**src/rtl/clkout_pkg.sv**
```systemverilog
package clkout_pkg;

  typedef enum logic [1:0] {
    PAIR_DIFF = 2'd0,
    PAIR_SAME = 2'd1,
    PAIR_INV  = 2'd2
  } pair_mode_e;

  function automatic int unsigned window_cycles(input int unsigned win_ps,
                                                input int unsigned per_ps);
    return (win_ps + per_ps - 1) / per_ps;
  endfunction

endpackage

```
**src/rtl/resync_timer.sv**
```systemverilog
module resync_timer #(
  parameter int unsigned LOAD = 35
) (
  input  logic clk,
  input  logic rst_n,
  input  logic lol_i,
  input  logic hold_req_i,
  output logic busy_o
);
  localparam int unsigned CNT_W = $clog2(LOAD + 1);

  logic             lol_q;
  logic [CNT_W-1:0] cnt_q, cnt_d;
  logic             lol_fall;

  always_comb begin
    lol_fall = lol_q & ~lol_i;
    cnt_d    = cnt_q;
    if (hold_req_i || lol_fall) begin
      cnt_d = CNT_W'(LOAD);
    end else if (cnt_q != '0) begin
      cnt_d = cnt_q - CNT_W'(1);
    end
  end

  always_ff @(posedge clk or negedge rst_n) begin
    if (!rst_n) begin
      lol_q <= 1'b0;
      cnt_q <= '0;
    end else begin
      lol_q <= lol_i;
      cnt_q <= cnt_d;
    end
  end

  assign busy_o = (cnt_q != '0);


  lol_window_start_chk: assert property (@(posedge clk) disable iff (!rst_n)
    (lol_q && !lol_i) |=> busy_o);


  req_release_busy_chk: assert property (@(posedge clk) disable iff (!rst_n)
    $fell(hold_req_i) |-> busy_o);


  window_bound_chk: assert property (@(posedge clk) disable iff (!rst_n)
    cnt_q <= CNT_W'(LOAD));

endmodule

```
**src/rtl/out_divider.sv**
```systemverilog
module out_divider #(
  parameter int unsigned DIV_W = 4
) (
  input  logic             clk,
  input  logic             rst_n,
  input  logic             hold_i,
  input  logic [DIV_W-1:0] half_i,
  output logic             clk_o
);
  logic [DIV_W-1:0] cnt_q, cnt_d;
  logic             ph_q, ph_d;

  always_comb begin
    cnt_d = cnt_q;
    ph_d  = ph_q;
    if (hold_i) begin
      cnt_d = '0;
      ph_d  = 1'b0;
    end else if (cnt_q >= half_i) begin
      cnt_d = '0;
      ph_d  = ~ph_q;
    end else begin
      cnt_d = cnt_q + DIV_W'(1);
    end
  end

  always_ff @(posedge clk or negedge rst_n) begin
    if (!rst_n) begin
      cnt_q <= '0;
      ph_q  <= 1'b0;
    end else begin
      cnt_q <= cnt_d;
      ph_q  <= ph_d;
    end
  end

  assign clk_o = ph_q;


  div_hold_chk: assert property (@(posedge clk) disable iff (!rst_n)
    hold_i |=> !clk_o);


  div_steady_chk: assert property (@(posedge clk) disable iff (!rst_n)
    (!hold_i && cnt_q < half_i) |=> $stable(clk_o));

endmodule

```
**src/rtl/pin_stage.sv**
```systemverilog
module pin_stage
  import clkout_pkg::*;
(
  input  logic ph_i,
  input  logic en_i,
  input  logic se_mode_i,
  input  logic se_inv_i,
  output logic p_o,
  output logic n_o,
  output logic oe_o
);
  pair_mode_e mode;

  always_comb begin
    if (!se_mode_i)    mode = PAIR_DIFF;
    else if (se_inv_i) mode = PAIR_INV;
    else               mode = PAIR_SAME;
  end

  always_comb begin
    p_o  = ph_i;
    oe_o = en_i;
    unique case (mode)
      PAIR_SAME: n_o = ph_i;
      default:   n_o = ~ph_i;
    endcase
  end

endmodule

```
**src/rtl/clkout_ctrl.sv**
```systemverilog
module clkout_ctrl
  import clkout_pkg::*;
#(
  parameter int unsigned NUM_OUT       = 8,
  parameter int unsigned NUM_PLL       = 2,
  parameter int unsigned DIV_W         = 4,
  parameter int unsigned CLK_PERIOD_PS = 10000,
  parameter int unsigned RESYNC_WIN_PS = 350000,
  localparam int unsigned PSEL_W       = (NUM_PLL > 1) ? $clog2(NUM_PLL) : 1
) (
  input  logic                       clk,
  input  logic                       rst_n,
  input  logic [NUM_OUT-1:0]         drv_en_reg,
  input  logic [NUM_OUT-1:0]         oe_pin,
  input  logic [NUM_OUT-1:0]         pwr_dn,
  input  logic [NUM_OUT-1:0]         se_mode,
  input  logic [NUM_OUT-1:0]         se_inv,
  input  logic [NUM_OUT*DIV_W-1:0]   div_half,
  input  logic [NUM_OUT*PSEL_W-1:0]  pll_sel,
  input  logic [NUM_PLL-1:0]         pll_lol,
  input  logic [NUM_PLL-1:0]         resync_req,
  output logic [NUM_OUT-1:0]         q_p,
  output logic [NUM_OUT-1:0]         q_n,
  output logic [NUM_OUT-1:0]         q_oe,
  output logic [NUM_PLL-1:0]         resync_busy
);
  localparam int unsigned RESYNC_CYC = window_cycles(RESYNC_WIN_PS, CLK_PERIOD_PS);

  logic rst_meta, rst_sync_n;

  always_ff @(posedge clk or negedge rst_n) begin
    if (!rst_n) begin
      rst_meta   <= 1'b0;
      rst_sync_n <= 1'b0;
    end else begin
      rst_meta   <= 1'b1;
      rst_sync_n <= rst_meta;
    end
  end

  for (genvar k = 0; k < NUM_PLL; k++) begin : g_pll
    resync_timer #(.LOAD(RESYNC_CYC)) u_timer (
      .clk        (clk),
      .rst_n      (rst_sync_n),
      .lol_i      (pll_lol[k]),
      .hold_req_i (resync_req[k]),
      .busy_o     (resync_busy[k])
    );
  end

  for (genvar i = 0; i < NUM_OUT; i++) begin : g_out
    logic [PSEL_W-1:0] sel;
    logic              hold, ph, en;

    assign sel  = pll_sel[i*PSEL_W +: PSEL_W];
    assign hold = pwr_dn[i] | resync_busy[sel];
    assign en   = drv_en_reg[i] & oe_pin[i] & ~pwr_dn[i];

    out_divider #(.DIV_W(DIV_W)) u_div (
      .clk    (clk),
      .rst_n  (rst_sync_n),
      .hold_i (hold),
      .half_i (div_half[i*DIV_W +: DIV_W]),
      .clk_o  (ph)
    );

    pin_stage u_pin (
      .ph_i      (ph & ~hold),
      .en_i      (en),
      .se_mode_i (se_mode[i]),
      .se_inv_i  (se_inv[i]),
      .p_o       (q_p[i]),
      .n_o       (q_n[i]),
      .oe_o      (q_oe[i])
    );


    domain_quiet_chk: assert property (@(posedge clk) disable iff (!rst_sync_n)
      resync_busy[sel] |-> !q_p[i]);


    pwr_dn_release_chk: assert property (@(posedge clk) disable iff (!rst_sync_n)
      pwr_dn[i] |-> (!q_oe[i] && !q_p[i]));
  end

endmodule

```
**config.mk**
```make
export PLATFORM = sky130hd
export DESIGN_NAME = clkout_ctrl
export DESIGN_NICKNAME = d
export VERILOG_FILES = /design/src/rtl/clkout_pkg.sv /design/src/rtl/resync_timer.sv /design/src/rtl/out_divider.sv /design/src/rtl/pin_stage.sv /design/src/rtl/clkout_ctrl.sv
export SDC_FILE = /design/constraint.sdc
export NUM_CORES = 1
export LEC_CHECK = 0
export BUFFER_PORTS_ARGS = -buffer_cell sky130_fd_sc_hd__clkbuf_2
export CELL_PAD_IN_SITES_DETAIL_PLACEMENT = 0
export CELL_PAD_IN_SITES_GLOBAL_PLACEMENT = 1
export CORE_MARGIN = 1
export CORE_UTILIZATION = 40
export CTS_BUF_LIST = sky130_fd_sc_hd__clkbuf_8
export CTS_CLUSTER_SIZE = 14
export DETAILED_ROUTE_END_ITERATION = 6
export PLACE_DENSITY = 0.91
export REMOVE_ABC_BUFFERS = 1
export SYNTH_ARGS = -nofsm -noshare
export SYNTH_HDL_FRONTEND = slang
export SYNTH_HIERARCHICAL = 1
export SYNTH_SLANG_ARGS = --single-unit
export TNS_END_PERCENT = 10
```
**constraint.sdc**
```tcl
create_clock -name clk -period 2.4 [get_ports clk]
set_input_delay 0 -clock clk [delete_from_list [all_inputs] [get_ports clk]]
set_output_delay 0 -clock clk [all_outputs]
set_load 0.05 [all_outputs]
```
==> flow_metrics.py <==
metrics = {
    "clock_tree": {
        "cts_tree": "done",
        "cts_buffer_depth": 2,
        "numCtsBuffers": 5,
        "cts_max_level": 2,
        "clock_latency_ns": 0.31,
        "cts_sinks": 56,
        "root_buffer": "clkbuf_8",
        "path_clk_slew_ns": 0.10,
    },
    "final_layout": {
        "drive_gt1_frac": 0.469,
        "nNetsFinal": 675,
        "n_fill_cell": 812,
        "antenna_cells": 0,
        "area.growth.synth_to_final_pct": 38.7,
        "layout.cells.non_filler": 675,
        "fin_area_um2": 5460,
    },
    "timing": {
        "max_clock_freq_mhz": 377,
        "hold_viol_final": 0,
        "maxSlewViolCount": 0,
        "slew_headroom": 0.549,
        "period_share": 1.11,
        "setup_violations": 35,
        "rsz0062_at_grt": "yes",
        "setup_ws_ns": -0.253,
        "fin_skew_ns": 0.0102,
        "tns_ns": -3.50,
        "fin_crit_ns": 2.65,
        "tightestPinTransition_ns": 0.676,
    },
    "placement": {
        "routabilityCongestion": 0.831,
        "dp.cells": 638,
        "placed_area_um2": 4770,
        "hpwl_um": 6320,
        "io_buffers": 111,
    },
    "routing": {
        "wire_per_inst_um": 12.7,
        "routed_wl_um": 8560,
        "drt-pass1-iter-count": 4,
        "drc": 0,
        "drtAntennaViolNets": 0,
        "vias": 3207,
        "drtIter0Drc": 44,
        "vias_per_cell": 4.75,
    },
    "synth": {
        "yosys.area.top_type": "dfrtp_1",
        "yosysMostFrequentCell": "inv_1",
        "ys.flop_type": "dfrtp_1",
        "synth_warnings": 6,
        "synthTopCellsByCount": "inv_1 (58), dfrtp_1 (56), nor2_1 (52)",
        "postSynthCellCount": 388,
        "ys_seq_area_frac": 0.356,
        "synthArstFlopShare": 1.00,
        "ys_ff_latch": 56,
        "synth_edf_count": 0,
        "syn-cell-area_um2": 3940,
        "yosys.area.top_type_share": 0.356,
        "synth_area_leaders": "dfrtp_1 (36%), ha_1 (14%), inv_1 (5.5%), nor2_1 (5.0%), xnor2_1 (3.6%)",
        "synth_cell_types": 34,
        "synth.avg_cell_area_um2": 10.2,
    },
    "run": {
        "timing.max_cap.violations": 0,
    },
    "setup_path": {
        "slowest_stage": "dfrtp_1",
        "worstSetupPathType": "reg2out",
        "critPathMaxFanout": 4,
        "path_common_cell": "buf_4",
        "cp_top_family": "simple AND/OR/NAND/NOR gates",
        "critPathLaunch": "g_pll[0].u_timer/cnt_q[0]",
        "critical_path_required_ns": 2.40,
        "worstReg2RegEnd": "g_out[6].u_div/clk_o",
        "rr_startpoint": "g_pll[0].u_timer/cnt_q[0]",
        "critical_path_cell_count": 11,
        "r2r_cells": 11,
        "slowest_delay_ns": 0.40,
        "arrival_ns": 2.65,
        "worstSetupEndpointType": "primary output",
        "path_cells": "inv_2 -> ha_4 -> or3b_4 -> nor3_4 -> buf_4 -> clkinvlp_4 -> nor2b_1 -> buf_4 -> a2111oi_4 -> xnor2_1 -> clkbuf_8",
        "path_buf_inv": 5,
        "cp-start-kind": "flip-flop",
        "r2r_slack_ns": -0.15,
        "crit_path_end": "q_n[1]",
    },
    "pwr": {
        "peakVddDrop_uv": 253,
        "p_per_area_nw_per_um2": 367,
        "leakage_nw": 2.72,
    },
    "die": {
        "ioPinCount": 112,
        "rows": 35,
        "die-width_um": 101,
        "die_h_um": 101,
        "dieArea_um2": 10200,
        "core_um2": 9370,
        "start_util": 0.420,
    },
    "grt": {
        "grt-ovfl-total": 0,
        "grt_pass1_vias": 3317,
        "grtUsageTotal": 0.174,
        "grt_max_degree": 29,
        "grt_pass1_wl_um": 14100,
        "antenna_found_initial": 0,
    },
    "status": {
        "status": "complete, but fails checks",
        "violations": "setup timing",
    },
    "min_path": {
        "hp-class": "in2reg",
    },
}
-- cells in the final DEF, fill, tap and decap left out, types with 6 or more instances in the layout --
cell / count
nor2b_4: 12
xor2_1: 8
nor2_1: 37
dfrtp_1: 55
buf_4: 36
o211ai_1: 8
xnor2_1: 16
ha_1: 42
clkbuf_8: 17
mux2_4: 8
a21oi_1: 6
a211o_1: 10
o21ai_2: 8
nand3_1: 12
a21o_1: 8
a211oi_2: 8
a2111oi_4: 7
nand2_1: 12
buf_6: 13
inv_1: 53
nor3b_2: 8
clkbuf_2: 95
inv_2: 6
nor2_2: 14
-- how the worst min path moves through the flow --
stage | depth (start not counted) | end | from
after floorplan | 0 | rst_meta | rst_n
after global routing | 3 | g_pll[0].u_timer/cnt_q[3] | resync_req[0]
after detailed placement | 1 | rst_meta | rst_n
after CTS | 3 | g_pll[1].u_timer/cnt_q[3] | resync_req[1]
after global placement | 1 | rst_meta | rst_n
final | 3 | g_pll[1].u_timer/cnt_q[2] | resync_req[1]
-- cell families after synthesis --
group                      share of synthesized area
AOI/OAI and AO/OA                              0.153
xor gates and xnor gates                      0.0534
adders and majority gates                      0.140
buffers and inverters                         0.0886
DFF                                            0.356
muxes                                         0.0305
other                                       0.000952
and+or+nand+nor                                0.178
-- flip-flops by register name (all words and copies together) (netlist names) --
register,flops
rst_sync_n,1
g_out.u_div/clk_o,8
g_pll.u_timer/lol_q,2
g_pll.u_timer/cnt_q,12
g_out.u_div/cnt_q,32
rst_meta,1
-- routing by layer --
layer / track usage / share of wire
met2: 0.344 / 0.56
met3: 0.0297 / 0.037
met1: 0.189 / 0.39
met5: 0 / 0
met4: 0.0479 / 0.0075
-- report_power, final --
group | switching, mW | total, mW | internal (mW)
Clock | 0.303 | 0.534 | 0.231
Sequential | 0.0330 | 1.00 | 0.968
Combinational | 0.235 | 0.468 | 0.233
-- per-stage QoR --
stage | power (mW) | setup WS (ns) | hold slack [ns] | util
finish | 2.00 | -0.253 | 0.0670 | 0.583
global route | 2.11 | -0.382 | 0.0954 | 0.583
CTS | 2.00 | -0.320 | 0.0553 | 0.559
detailed placement | 1.41 | -0.308 | -0.213 | 0.509
global placement | 1.40 | -0.169 | -0.215 | 0.509
floorplan | 1.24 | -1.20 | -0.296 | -
-- cell type report --
cell class	count	area, um^2	area share
clock buffers	6	82.6	0.0151
clock inverters	2	11.3	0.00206
inverters	58	218	0.0399
multi-input cells	257	2380	0.435
flip-flops and latches	56	1400	0.257
well taps	129	161	0.0295
repair buffers	166	1200	0.220
repair inverters	1	7.51	0.00137
-- tightest hold or removal path, stage by stage --
cell      delay, ns
clkbuf_2       0.08
a21o_1         0.20
a21oi_1        0.06
-- repair_timing --
item / CTS / global route
pin swaps: 9 / 15
gates resized for setup: 54 / 40
hold endpoints to repair: 4 / 0
hold buffers: 4 / 0
setup endpoints to repair: 56 / 56
cloned: 1 / 0
setup buffers: 10 / 14
Power figures use the tool's default switching activity.
